--- src/rtl/spi_fault_pkg.sv ---
package spi_fault_pkg;

    typedef enum logic {
        ROLE_SLAVE  = 1'b0,
        ROLE_MASTER = 1'b1
    } spi_role_e;

    typedef struct packed {
        logic sck;
        logic mosi;
        logic miso;
    } pad_dir_t;

    typedef struct packed {
        logic slave_deselect;
        logic master_contend;
    } fault_cause_t;

    localparam logic SSEL_IDLE = 1'b1;

    function automatic pad_dir_t role_dirs(spi_role_e role, logic release_drv);
        pad_dir_t d;
        if (role == ROLE_MASTER) begin
            d.sck  = ~release_drv;
            d.mosi = ~release_drv;
            d.miso = 1'b0;
        end else begin
            d.sck  = 1'b0;
            d.mosi = 1'b0;
            d.miso = 1'b1;
        end
        return d;
    endfunction

endpackage

--- src/rtl/sfg_sync.sv ---
module sfg_sync #(
    parameter int   STAGES    = 2,
    parameter logic RESET_VAL = 1'b1
) (
    input  logic clk,
    input  logic rst,
    input  logic d_async,
    output logic q_sync
);
    logic [STAGES-1:0] chain;

    generate
        if (STAGES == 1) begin : g_single
            always_ff @(posedge clk) begin
                if (rst) chain <= RESET_VAL;
                else     chain <= d_async;
            end
        end else begin : g_multi
            always_ff @(posedge clk) begin
                if (rst) chain <= {STAGES{RESET_VAL}};
                else     chain <= {chain[STAGES-2:0], d_async};
            end
        end
    endgenerate

    assign q_sync = chain[STAGES-1];
endmodule

--- src/rtl/sfg_detect.sv ---
module sfg_detect
    import spi_fault_pkg::*;
(
    input  spi_role_e    role,
    input  logic         fault_en,
    input  logic         ssel_sync,
    input  logic         xfer_busy,
    output fault_cause_t cause,
    output logic         set_req
);
    always_comb begin
        cause.slave_deselect = (role == ROLE_SLAVE)  && xfer_busy && (ssel_sync == SSEL_IDLE);
        cause.master_contend = (role == ROLE_MASTER) && (ssel_sync != SSEL_IDLE);
        set_req = fault_en && (cause.slave_deselect || cause.master_contend);
    end
endmodule

--- src/rtl/sfg_flag.sv ---
module sfg_flag (
    input  logic clk,
    input  logic rst,
    input  logic set_req,
    input  logic stat_rd,
    input  logic ctrl_wr,
    output logic flag
);
    logic flag_q, flag_n;
    logic armed_q, armed_n;
    logic clr;

    always_comb begin
        clr    = ctrl_wr && armed_q;
        flag_n = set_req || (flag_q && !clr);
        if (ctrl_wr)                 armed_n = 1'b0;
        else if (stat_rd && flag_q)  armed_n = 1'b1;
        else                         armed_n = armed_q;
        if (!flag_n) armed_n = 1'b0;
    end

    always_ff @(posedge clk) begin
        if (rst) begin
            flag_q  <= 1'b0;
            armed_q <= 1'b0;
        end else begin
            flag_q  <= flag_n;
            armed_q <= armed_n;
        end
    end

    assign flag = flag_q;
endmodule

--- src/rtl/sfg_pins.sv ---
module sfg_pins
    import spi_fault_pkg::*;
(
    input  spi_role_e role,
    input  logic      flag,
    output logic      sck_oe,
    output logic      mosi_oe,
    output logic      miso_oe,
    output logic      abort
);
    pad_dir_t dirs;

    always_comb begin
        dirs    = role_dirs(role, flag);
        sck_oe  = dirs.sck;
        mosi_oe = dirs.mosi;
        miso_oe = dirs.miso;
        abort   = (role == ROLE_MASTER) && flag;
    end
endmodule

--- src/rtl/spi_fault_guard.sv ---
module spi_fault_guard
    import spi_fault_pkg::*;
#(
    parameter int SYNC_STAGES = 2
) (
    input  logic clk,
    input  logic rst,
    input  logic master_sel,
    input  logic fault_en,
    input  logic irq_en,
    input  logic ssel_pin,
    input  logic xfer_busy,
    input  logic stat_rd,
    input  logic ctrl_wr,
    output logic fault_flag,
    output logic irq,
    output logic sck_oe,
    output logic mosi_oe,
    output logic miso_oe,
    output logic xfer_abort
);
    spi_role_e    role;
    logic         ssel_s;
    fault_cause_t cause;
    logic         set_req;
    logic         flag;

    assign role = master_sel ? ROLE_MASTER : ROLE_SLAVE;

    sfg_sync #(.STAGES(SYNC_STAGES), .RESET_VAL(SSEL_IDLE)) u_sync (
        .clk(clk), .rst(rst), .d_async(ssel_pin), .q_sync(ssel_s)
    );

    sfg_detect u_detect (
        .role(role), .fault_en(fault_en), .ssel_sync(ssel_s),
        .xfer_busy(xfer_busy), .cause(cause), .set_req(set_req)
    );

    sfg_flag u_flag (
        .clk(clk), .rst(rst), .set_req(set_req),
        .stat_rd(stat_rd), .ctrl_wr(ctrl_wr), .flag(flag)
    );

    sfg_pins u_pins (
        .role(role), .flag(flag), .sck_oe(sck_oe), .mosi_oe(mosi_oe),
        .miso_oe(miso_oe), .abort(xfer_abort)
    );

    assign fault_flag = flag;
    assign irq        = flag && irq_en;
endmodule

--- config.mk ---
export PLATFORM = sky130hd
export DESIGN_NAME = spi_fault_guard
export DESIGN_NICKNAME = d
export VERILOG_FILES = /design/src/rtl/spi_fault_pkg.sv /design/src/rtl/sfg_sync.sv /design/src/rtl/sfg_detect.sv /design/src/rtl/sfg_flag.sv /design/src/rtl/sfg_pins.sv /design/src/rtl/spi_fault_guard.sv
export SDC_FILE = /design/constraint.sdc
export NUM_CORES = 1
export LEC_CHECK = 0
export ABC_AREA = 1
export ABC_CLOCK_PERIOD_IN_PS = 800
export BUFFER_PORTS_ARGS = -buffer_cell sky130_fd_sc_hd__buf_2
export CORE_AREA = 2 2 39 41
export DETAILED_ROUTE_END_ITERATION = 10
export DIE_AREA = 0 0 41 43
export SLEW_MARGIN = 10
export SYNTH_ARGS = -nofsm -noshare
export SYNTH_HDL_FRONTEND = slang
export SYNTH_SLANG_ARGS = --single-unit
--- constraint.sdc ---
create_clock -name clk -period 0.8 [get_ports clk]
set_input_delay 0.08 -clock clk [delete_from_list [all_inputs] [get_ports clk]]
set_output_delay 0.08 -clock clk [all_outputs]
set_load 0.01 [all_outputs]
* After elaboration in Yosys (flattened, before gate mapping)
Index checks and enable logic that the tools add are counted.
** Storage, ports and cells
- Flip-flop bits (word level) :: 4
- Bits in latches :: 0
- RAM bits :: 0
- ROM bits :: 0
- Input bits :: 9
- Output and inout port bits :: 6
- Logic and storage cells :: 22
- Memories kept :: 0
** Operators by class
- Add/sub/neg operators :: 0
- Multipliers :: 0
- Div/mod/pow operators :: 0
- Order comparisons :: 0
- Equal/unequal tests :: 0
- Shift-type cells :: 0
- Muxes and demuxes :: 2
- Bitwise gates (word level) :: 4
- Reductions and logical operators :: 13
** Operator list (number)
- 1-bit logical AND :: 9
- 1-bit NOT :: 4
- 3-bit 2-to-1 mux :: 1
- 3-bit OR reduction :: 1
- 1-bit logical OR :: 2
- 1-bit logical NOT :: 1
- 1-bit 2-to-1 mux :: 1

* Longest topological paths before layout
Gate-level depths: netlist of run 1.
- Depth after elaboration :: 9
- Mapped depth :: 7

* Modules after synthesis
From an unflattened synthesis of run 1, not the netlist that was laid out.
** Second synthesis, totals
- Cells, all modules :: 37
- Area, all modules :: 229.0 um2
** By module, submodules not included
- sfg_flag :: times used 1, cells an instance 15, area an instance 93.8 um2, seq. area each 40.0 um2
- sfg_sync :: times used 1, cells an instance 7, area an instance 58.8 um2, seq. area each 40.0 um2
- sfg_detect :: times used 1, cells an instance 8, area an instance 43.8 um2, seq. area each 0.0 um2
- sfg_pins :: times used 1, cells an instance 5, area an instance 25.0 um2, seq. area each 0.0 um2
- spi_fault_guard :: times used 1, cells an instance 2, area an instance 7.5 um2, seq. area each 0.0 um2

* Least setup slack after synthesis of run 1
No wires, ideal clock.
- Path kind :: register to output
- Start :: register u_flag.flag_q (netlist: u_flag.flag)
- End :: output port sck_oe
- Data arrival time :: 0.759 ns
- Data required time :: 0.720 ns
- Slack :: -0.039 ns
- Stages on the path, launching flop included :: 3
- Buffers on the path :: 1
- Cells stage by stage :: dfxtp_1 nor2_1 buf_4
** On the way
- Word-level cells in the longest chain between the ends :: 2
** Ends and longest elaborated chain
- from (decl) :: RTL line sfg_flag.sv:9 : logic flag_q, flag_n;
- from (signal assigned) :: RTL line sfg_flag.sv:27 : flag_q <= flag_n;
- 1-bit NOT :: RTL line spi_fault_pkg.sv:24 : d.sck = ~release_drv;
- 3-bit 2-to-1 mux :: RTL line spi_fault_pkg.sv:23 : if (role == ROLE_MASTER) begin
- to (decl) :: RTL line spi_fault_guard.sv:17 : output logic sck_oe,
Every way passes these cells.

* Final worst setup path of run 1
- Start :: register u_flag.flag_q (netlist: u_flag.flag)
- End :: output port xfer_abort
** On the way
- Word-level cells in the longest chain between the ends :: 1
** Ends and longest elaborated chain
- 1-bit logical AND :: RTL line sfg_pins.sv:18 : abort = (role == ROLE_MASTER) && flag;
- to (decl) :: RTL line spi_fault_guard.sv:20 : output logic xfer_abort
Every way passes these cells.

==> reports/metrics.sh, run 1 <==
TOTALNEGATIVESETUPSLACK_NS=-0.308
FINAL_MIN_PERIOD_OVER_CLOCK_PERIOD_PCT=110
NETLIST.TOP_CELL.BY_AREA='sky130_fd_sc_hd__dfxtp_1'
DATA_REQUIRED_TIME_AT_THE_WORST_ENDPOINT_NS=0.72
VIAS_IN_THE_FIRST_GLOBAL_ROUTE=162
TRITONCTS='yes'
HOLD_PATH.CLASS='primary input to flop'
CRITICAL_PATH_ARRIVAL_NS=0.80
SYNTH_FP_NETS=39
SLEW_HEADROOM_PCT=92.4
PIN_COUNT_OF_THE_BIGGEST_NET_ENTERING_GLOBAL_ROUTING=6
DETAILEDPLACEMENTHPWL_MICRONS=297
R2R.WORST_PATH.CELLS=5
SYNTH-SEQ-CELLS=4
WORST_PATH_MAX_DELAY_CELL='sky130_fd_sc_hd__dfxtp_4'
CORE_REGION_AREA_SQ_UM=1380
GRT.OVERFLOW.TOTAL=0
DR_TOTAL_VIAS=218
ROUTED_WIRE_LENGTH_PER_INSTANCE_MICRONS=6.02
CTS_BUFFER_DEPTH=2
ROUTE.ANTENNA.REMAINING_NETS=0
NUM-NETS-FINAL=58
CLKSINKCOUNT=4
VIOLATED_CHECKS='negative setup slack'
LARGEST_STAGE_DELAY_ON_THE_CRITICAL_PATH_NS=0.37
NUMBER_OF_WARNINGS_ISSUED_BY_YOSYS=0
N_ANTENNA_CELL=0
POST-SYNTH-TOP-AREA-FRACTION_PCT=40.3
TIGHTEST_SLEW_NS=0.114
PLACEMENT.IO_BUFFERS=14
MIN_PERIOD_NS=0.878
CLKLATENCYLATEPIN_NS=0.23
HOLD_START='ssel_pin'
AVGSYNTHCELLAREA_SQ_UM=6.63
DIEAREA_SQ_UM=1760
SETUP.WORST_PATH.CLASS='flop to output pin'
AREA_OCCUPIED_BY_MULTI_INPUT_GATES_SQ_UM=91.3
RUN_STATUS='complete, but fails checks'
REGTOREGSTARTPOINT='u_flag.flag'
SEQ_AREA_FRAC_SYNTH_PCT=40.3
MIN_DELAY_WORST_ENDPOINT='u_sync.chain[0]'
TRITONCTS.NUM_BUFFERS=3
DIE_X_MICRONS=41
CRIT_FAMILY='flip-flops'
LOGIC_PWR_SHARE_PCT=19.1
FP.DIEH_MICRONS=43
TIMING.RR.END='u_flag.flag'
FINCLKSKEW_NS=0.00135
CRITICAL_PATH.MAX_FANOUT=5
TIMING_MAX_TRANSITION_VIOLATIONS_FINAL=0
GROUTE.USAGE.OVERALL_PCT=4.32
SYNTHTOLAYOUTAREAGROWTH_PCT=73.0
SYNTHARSTFLOPSHARE_PCT=0
CLOCK_TREE.HTREE_LEVEL_COUNT=1
SETUP_VIOL_COUNT_FINAL=7
FLOORPLAN.ROWS=14
DRT_DRC_VIOLATIONS_LEFT=0
RRSETUPSLACK_NS=-0.01
POWER.SHARE.CLOCK_PCT=42.5
EFFECTIVE_UTILIZATION_AT_FLOORPLAN_PCT=14.4
ROUTE.DETAILED.VIAS_PER_INST=3.46
SYNTH.TOP_CELLS.BY_AREA='sky130_fd_sc_hd__dfxtp_1, sky130_fd_sc_hd__nand2_1, sky130_fd_sc_hd__inv_1'
DETAIL_ROUTE.FIRST_PASS.ITERATIONS=1
WORST_HOLD_SLACK_NS=0.0332
GLOBALPLACE.CONGESTION=0.582
ANTENNA_FOUND_INITIAL=0
NETLIST_INSTANCES=30
DRIVE_GT1_SHARE_PCT=61.7
TOTAL_WIRELENGTH_MICRONS=379
HOLD-PATH-CELL-COUNT=2
PIN_COUNT=15
POWER_REPORT.INTERNAL_TOTAL_uW=434
SEQPWRFRAC_PCT=38.4
POSTCTSHOLDBUFS=0
P_PER_AREA_nW_PER_UM2=1630
WORST_SETUP_PATH_START_KIND='flop'
GRT_PASS1_WL_MICRONS=503
LEAKAGEPOWER_nW=0.204
RSZ0062_AT_GRT='yes'
YS_TYPES=10
POSTSYNTH.TOPFLOPCELL='sky130_fd_sc_hd__dfxtp_1'
DRT-INITIAL-DRC-COUNT=0
CRITICAL_PATH.ENDPOINT_TYPE='output pin'
LAYOUT_SETUP_WS_NS=-0.0784
FILL_CELLS=168
VDD.IR_DROP.WORST_V=0.000744
CP.BUFFERS_INVERTERS=2
POWER.SWITCHING_FRACTION_PCT=22.8
SYNTH_EDF_COUNT=0
CTS.CLK_SLEW.WORST_PATHS_NS=0.04
CLK_ROOT_BUFFER_CELL='sky130_fd_sc_hd__clkbuf_4'
TIMING_HOLD_VIOLATIONS_FINAL=0
YOSYSMOSTFREQUENTCELL='sky130_fd_sc_hd__nand2_1'
NET-SWITCHING-POWER_uW=128
TOTAL_AREA_OF_SEQUENTIAL_CELLS_SQ_UM=83.8
YS_TOP_CELLS_BY_COUNT='sky130_fd_sc_hd__nand2_1, sky130_fd_sc_hd__inv_1, sky130_fd_sc_hd__dfxtp_1'
TIMING.CRITICAL_PATH.CELLS='nand2_1 > inv_1 > buf_2'
MAX_CAP_VIOLATIONS=0
ACHIEVABLE-FREQUENCY_GHz=1.14
MAPPEDNETLISTAREA_SQ_UM=199
## worst max-delay path by stage
stage | startpoint | end | slack [ns] | cells past startpoint
floorplan | u_flag.flag | sck_oe | 0.02 | 2
global placement | u_flag.flag | u_flag.armed_q | 0.05 | 4
detailed placement | u_flag.flag | u_flag.armed_q | 0.03 | 4
CTS | u_flag.flag | sck_oe | -0.07 | 2
global route | u_flag.flag | xfer_abort | -0.12 | 3
finish | u_flag.flag | xfer_abort | -0.08 | 3
## sequential cells by signal, summed over array words and instances (netlist names)
signal          cells
u_flag.armed_q      1
u_flag.flag         1
u_sync.chain        2
## logic make-up after synthesis
family	share of synthesized area [%]
AOI/OAI and AO/OA	4.40
buffers and inverters	18.9
DFF	40.3
and+or+nand+nor	36.5
## cell usage in the layout, fill, tap and decap left out
| cell | Yosys | layout |
|---|---|---|
| sky130_fd_sc_hd__nor2_2 | 2 | 2 |
| sky130_fd_sc_hd__nor2_4 | 0 | 1 |
| sky130_fd_sc_hd__nand2_2 | 1 | 2 |
| sky130_fd_sc_hd__nor2_1 | 2 | 1 |
| sky130_fd_sc_hd__dfxtp_1 | 4 | 3 |
| sky130_fd_sc_hd__inv_1 | 7 | 6 |
| sky130_fd_sc_hd__inv_2 | 1 | 2 |
| sky130_fd_sc_hd__buf_2 | 0 | 11 |
| sky130_fd_sc_hd__buf_6 | 0 | 3 |
| sky130_fd_sc_hd__dfxtp_4 | 0 | 1 |
| sky130_fd_sc_hd__buf_4 | 1 | 1 |
| sky130_fd_sc_hd__clkbuf_4 | 0 | 3 |
| sky130_fd_sc_hd__or2_2 | 2 | 2 |
| sky130_fd_sc_hd__o21ai_2 | 1 | 1 |
| sky130_fd_sc_hd__nand2_1 | 9 | 8 |
## per-stage QoR
step / worst slack (ns) / instances / utilization, % / instance area, sq um / power, mW
floorplan: 0.0209 / 30 / - / 201 / 0.268
global placement: 0.0454 / 59 / 20.5 / 284 / 0.303
finish: -0.0784 / 63 / 24.9 / 344 / 0.562
global route: -0.120 / 63 / 24.9 / 344 / 0.609
detailed placement: 0.0336 / 59 / 20.5 / 284 / 0.304
CTS: -0.0737 / 63 / 23.0 / 318 / 0.561
## power groups by stage
stage / sequential [mW] / clock [mW] / combinational, mW
after floorplan: 0.220 / 0 / 0.0481
after global placement: 0.219 / 0 / 0.0835
after detailed placement: 0.220 / 0 / 0.0842
after CTS: 0.214 / 0.256 / 0.0909
after global routing: 0.217 / 0.271 / 0.121
final: 0.216 / 0.239 / 0.107
## final cells by class
type / instances / share of cell area, %
inverter: 8 / 8.73
multi-input combinational: 17 / 26.5
clock buffer: 3 / 6.55
timing repair buffer: 15 / 28.0
sequential: 4 / 24.4
tap: 16 / 5.82
## what timing repair did
action | in CTS | in global routing
cloned | 0 | 0
pin swaps | 1 | 0
resized for setup | 2 | 6
buffers inserted | 1 | 0
setup endpoints to repair | 5 | 7
## layer usage
layer,global-route usage (%),part of all wire [%],vias up
li1,-,-,117
met1,3.54,34,89
met2,7.19,51,12
met3,3.14,15,0
met4,2.00,0,0
met5,0,0,-
Note: power is estimated with default switching activity, not from simulation.
==> run 2: changes to the inputs <==
SKIP_LAST_GASP = 1   (was not set)
==> run 2 against run 1 <==
Against the previous run: the flow still finishes with violations (negative setup slack); total power stayed put; combinational power hardly changed; via count stayed put; count of clock-buffer cells in the layout stayed put; first-iteration DRC count stayed put; critical path type unchanged.
==> reports/metrics.sh, run 2 (synthesis results as in run 1) <==
RUN_STATUS='complete, but fails checks'
VIOLATED_CHECKS='negative setup slack'
DETAILEDPLACEMENTHPWL_MICRONS=297  # unchanged
DR_TOTAL_VIAS=218  # unchanged
WORST_SETUP_PATH_START_KIND='flop'
CRITICAL_PATH.STARTPOINT='u_flag.flag'
ACHIEVABLE-FREQUENCY_GHz=1.14  # unchanged
LAYOUT_SETUP_WS_NS=-0.0784  # unchanged
VIAS_IN_THE_FIRST_GLOBAL_ROUTE=162  # unchanged
LARGEST_REG_FLOPS=2  # unchanged
CLKLATENCYLATEPIN_NS=0.23  # about the same
CRITICAL_PATH.MAX_FANOUT=5  # unchanged
VDD.IR_DROP.WORST_V=0.000744  # unchanged
REGTOREGSTARTPOINT='u_flag.flag'
CORE_REGION_AREA_SQ_UM=1380  # unchanged
PIN_COUNT=15  # unchanged
SETUP_VIOL_COUNT_FINAL=7  # unchanged
DRT_DRC_VIOLATIONS_LEFT=0  # unchanged
CTS_BUFFER_DEPTH=2  # unchanged
LEAKAGEPOWER_nW=0.204  # unchanged
DIE_X_MICRONS=41  # unchanged
CRITICAL_PATH_ARRIVAL_NS=0.80  # about the same
SLEW_HEADROOM_PCT=92.4  # unchanged
GRT.OVERFLOW.TOTAL=0  # unchanged
GRT.MET1_USAGE_PCT=3.54  # unchanged
CLKSINKCOUNT=4  # unchanged
HOLD_START='ssel_pin'
GROUTE.LAYER.MET3.USAGE_PCT=3.14  # unchanged
PIN_COUNT_OF_THE_BIGGEST_NET_ENTERING_GLOBAL_ROUTING=6  # unchanged
DRIVE_GT1_SHARE_PCT=61.7  # unchanged
TIMING_HOLD_VIOLATIONS_FINAL=0  # unchanged
P_PER_AREA_nW_PER_UM2=1630  # unchanged
DIEAREA_SQ_UM=1760  # unchanged
FINAL_MIN_PERIOD_OVER_CLOCK_PERIOD_PCT=110  # unchanged
FINCLKSKEW_NS=0.00135  # unchanged
EFFECTIVE_UTILIZATION_AT_FLOORPLAN_PCT=14.4  # unchanged
N_ANTENNA_CELL=0  # unchanged
TOTALNEGATIVESETUPSLACK_NS=-0.308  # unchanged
FLOORPLAN.ROWS=14  # unchanged
LAYOUT.CELLS.MOST_COMMON='sky130_fd_sc_hd__buf_2'
MAX_CAP_VIOLATIONS=0  # unchanged
DETAIL_ROUTE.FIRST_PASS.ITERATIONS=1  # unchanged
PLACEMENT.IO_BUFFERS=14  # unchanged
NUM-NETS-FINAL=58  # unchanged
TRITONCTS='yes'
ROUTED_WIRE_LENGTH_PER_INSTANCE_MICRONS=6.02  # unchanged
CLK_ROOT_BUFFER_CELL='sky130_fd_sc_hd__clkbuf_4'
TRITONCTS.NUM_BUFFERS=3  # unchanged
MET2_USAGE_PCT=7.19  # unchanged
POSTCTSHOLDBUFS=0  # unchanged
HOLD_PATH.CLASS='primary input to flop'
FP.DIEH_MICRONS=43  # unchanged
ROUTE.DETAILED.VIAS_PER_INST=3.46  # unchanged
SETUP.WORST_PATH.CLASS='flop to output pin'
GROUTE.USAGE.OVERALL_PCT=4.32  # unchanged
GRT_PASS1_WL_MICRONS=503  # unchanged
GRT-BUSIEST-LAYER='met2'
ANTENNA_FOUND_INITIAL=0  # unchanged
RSZ0062_AT_GRT='yes'
ROUTE.ANTENNA.REMAINING_NETS=0  # unchanged
MOSTFREQUENTLAYOUTCELLS='sky130_fd_sc_hd__buf_2, sky130_fd_sc_hd__nand2_1, sky130_fd_sc_hd__inv_1'
CTS.CLK_SLEW.WORST_PATHS_NS=0.04  # about the same
TOP_REGISTER='u_sync.chain'
CLOCK_TREE.HTREE_LEVEL_COUNT=1  # unchanged
TIMING_MAX_TRANSITION_VIOLATIONS_FINAL=0  # unchanged
DRT-INITIAL-DRC-COUNT=0  # unchanged
SYNTHTOLAYOUTAREAGROWTH_PCT=73.0  # unchanged
TOTAL_WIRELENGTH_MICRONS=379  # unchanged
DATA_REQUIRED_TIME_AT_THE_WORST_ENDPOINT_NS=0.72  # about the same
DP_WORST_SETUP_SLACK_NS=0.0336  # unchanged
GLOBALPLACE.CONGESTION=0.582  # unchanged
MIN_PERIOD_NS=0.878  # unchanged
TIGHTEST_SLEW_NS=0.114  # unchanged
CRITICAL_PATH.ENDPOINT_TYPE='output pin'
-- run 2: through the flow --
step	total power [mW]	util (%)	instance area (sq um)	hold slack (ns)	instances
2_1_floorplan	0.268	-	201	0.184	30
3_3_place_gp	0.303	20.5	284	0.263	59
3_5_place_dp	0.304	20.5	284	0.266	59
4_1_cts	0.561	23.0	318	0.0238	63
5_1_grt	0.609	24.9	344	0.0203	63
6_report	0.562	24.9	344	0.0332	63
-- run 2: final timing paths --
| path | end | slack (ns) | depth (start not counted) |
|---|---|---|---|
| max | xfer_abort | -0.08 | 3 |
| min | u_sync.chain[0] | 0.03 | 2 |
| max reg2reg | u_flag.flag | -0.01 | 5 |
| min reg2reg | u_sync.chain[1] | 0.41 | 1 |
-- run 2: where the power goes --
part	leakage, nW	total (mW)	switching [mW]	internal [mW]
combinational	0.156	0.107	0.0488	0.0584
clock	0.0138	0.239	0.0717	0.167
sequential	0.0336	0.216	0.00762	0.208
total	0.204	0.562	0.128	0.434
-- run 2: critical path, stage by stage (launching register included) --
cell and delay (ns):
sky130_fd_sc_hd__dfxtp_4 0.37, sky130_fd_sc_hd__nand2_1 0.05, sky130_fd_sc_hd__inv_1 0.04, sky130_fd_sc_hd__buf_2 0.11
-- run 2: layout make-up --
| cell class | instances | area, sq um |
|---|---|---|
| Fill cell | 168 | 1040 |
| Inverter | 8 | 30.0 |
| Tap cell | 16 | 20.0 |
| Timing Repair Buffer | 15 | 96.3 |
| Multi-Input combinational cell | 17 | 91.3 |
| Sequential cell | 4 | 83.8 |
| Clock buffer | 3 | 22.5 |
-- run 2: what timing repair did --
item,in CTS,in global routing
gates resized for setup,2,6
pin swaps,1,0
endpoints found under the setup margin,5,7
endpoints found under the hold margin,0,0
setup buffers,1,0
-- run 2: per-layer routing --
metal | part of all wire (%) | routed length, microns
met1 | 34 | 128
met4 | 0 | 0
met5 | 0 | 0
met2 | 51 | 193
met3 | 15 | 57
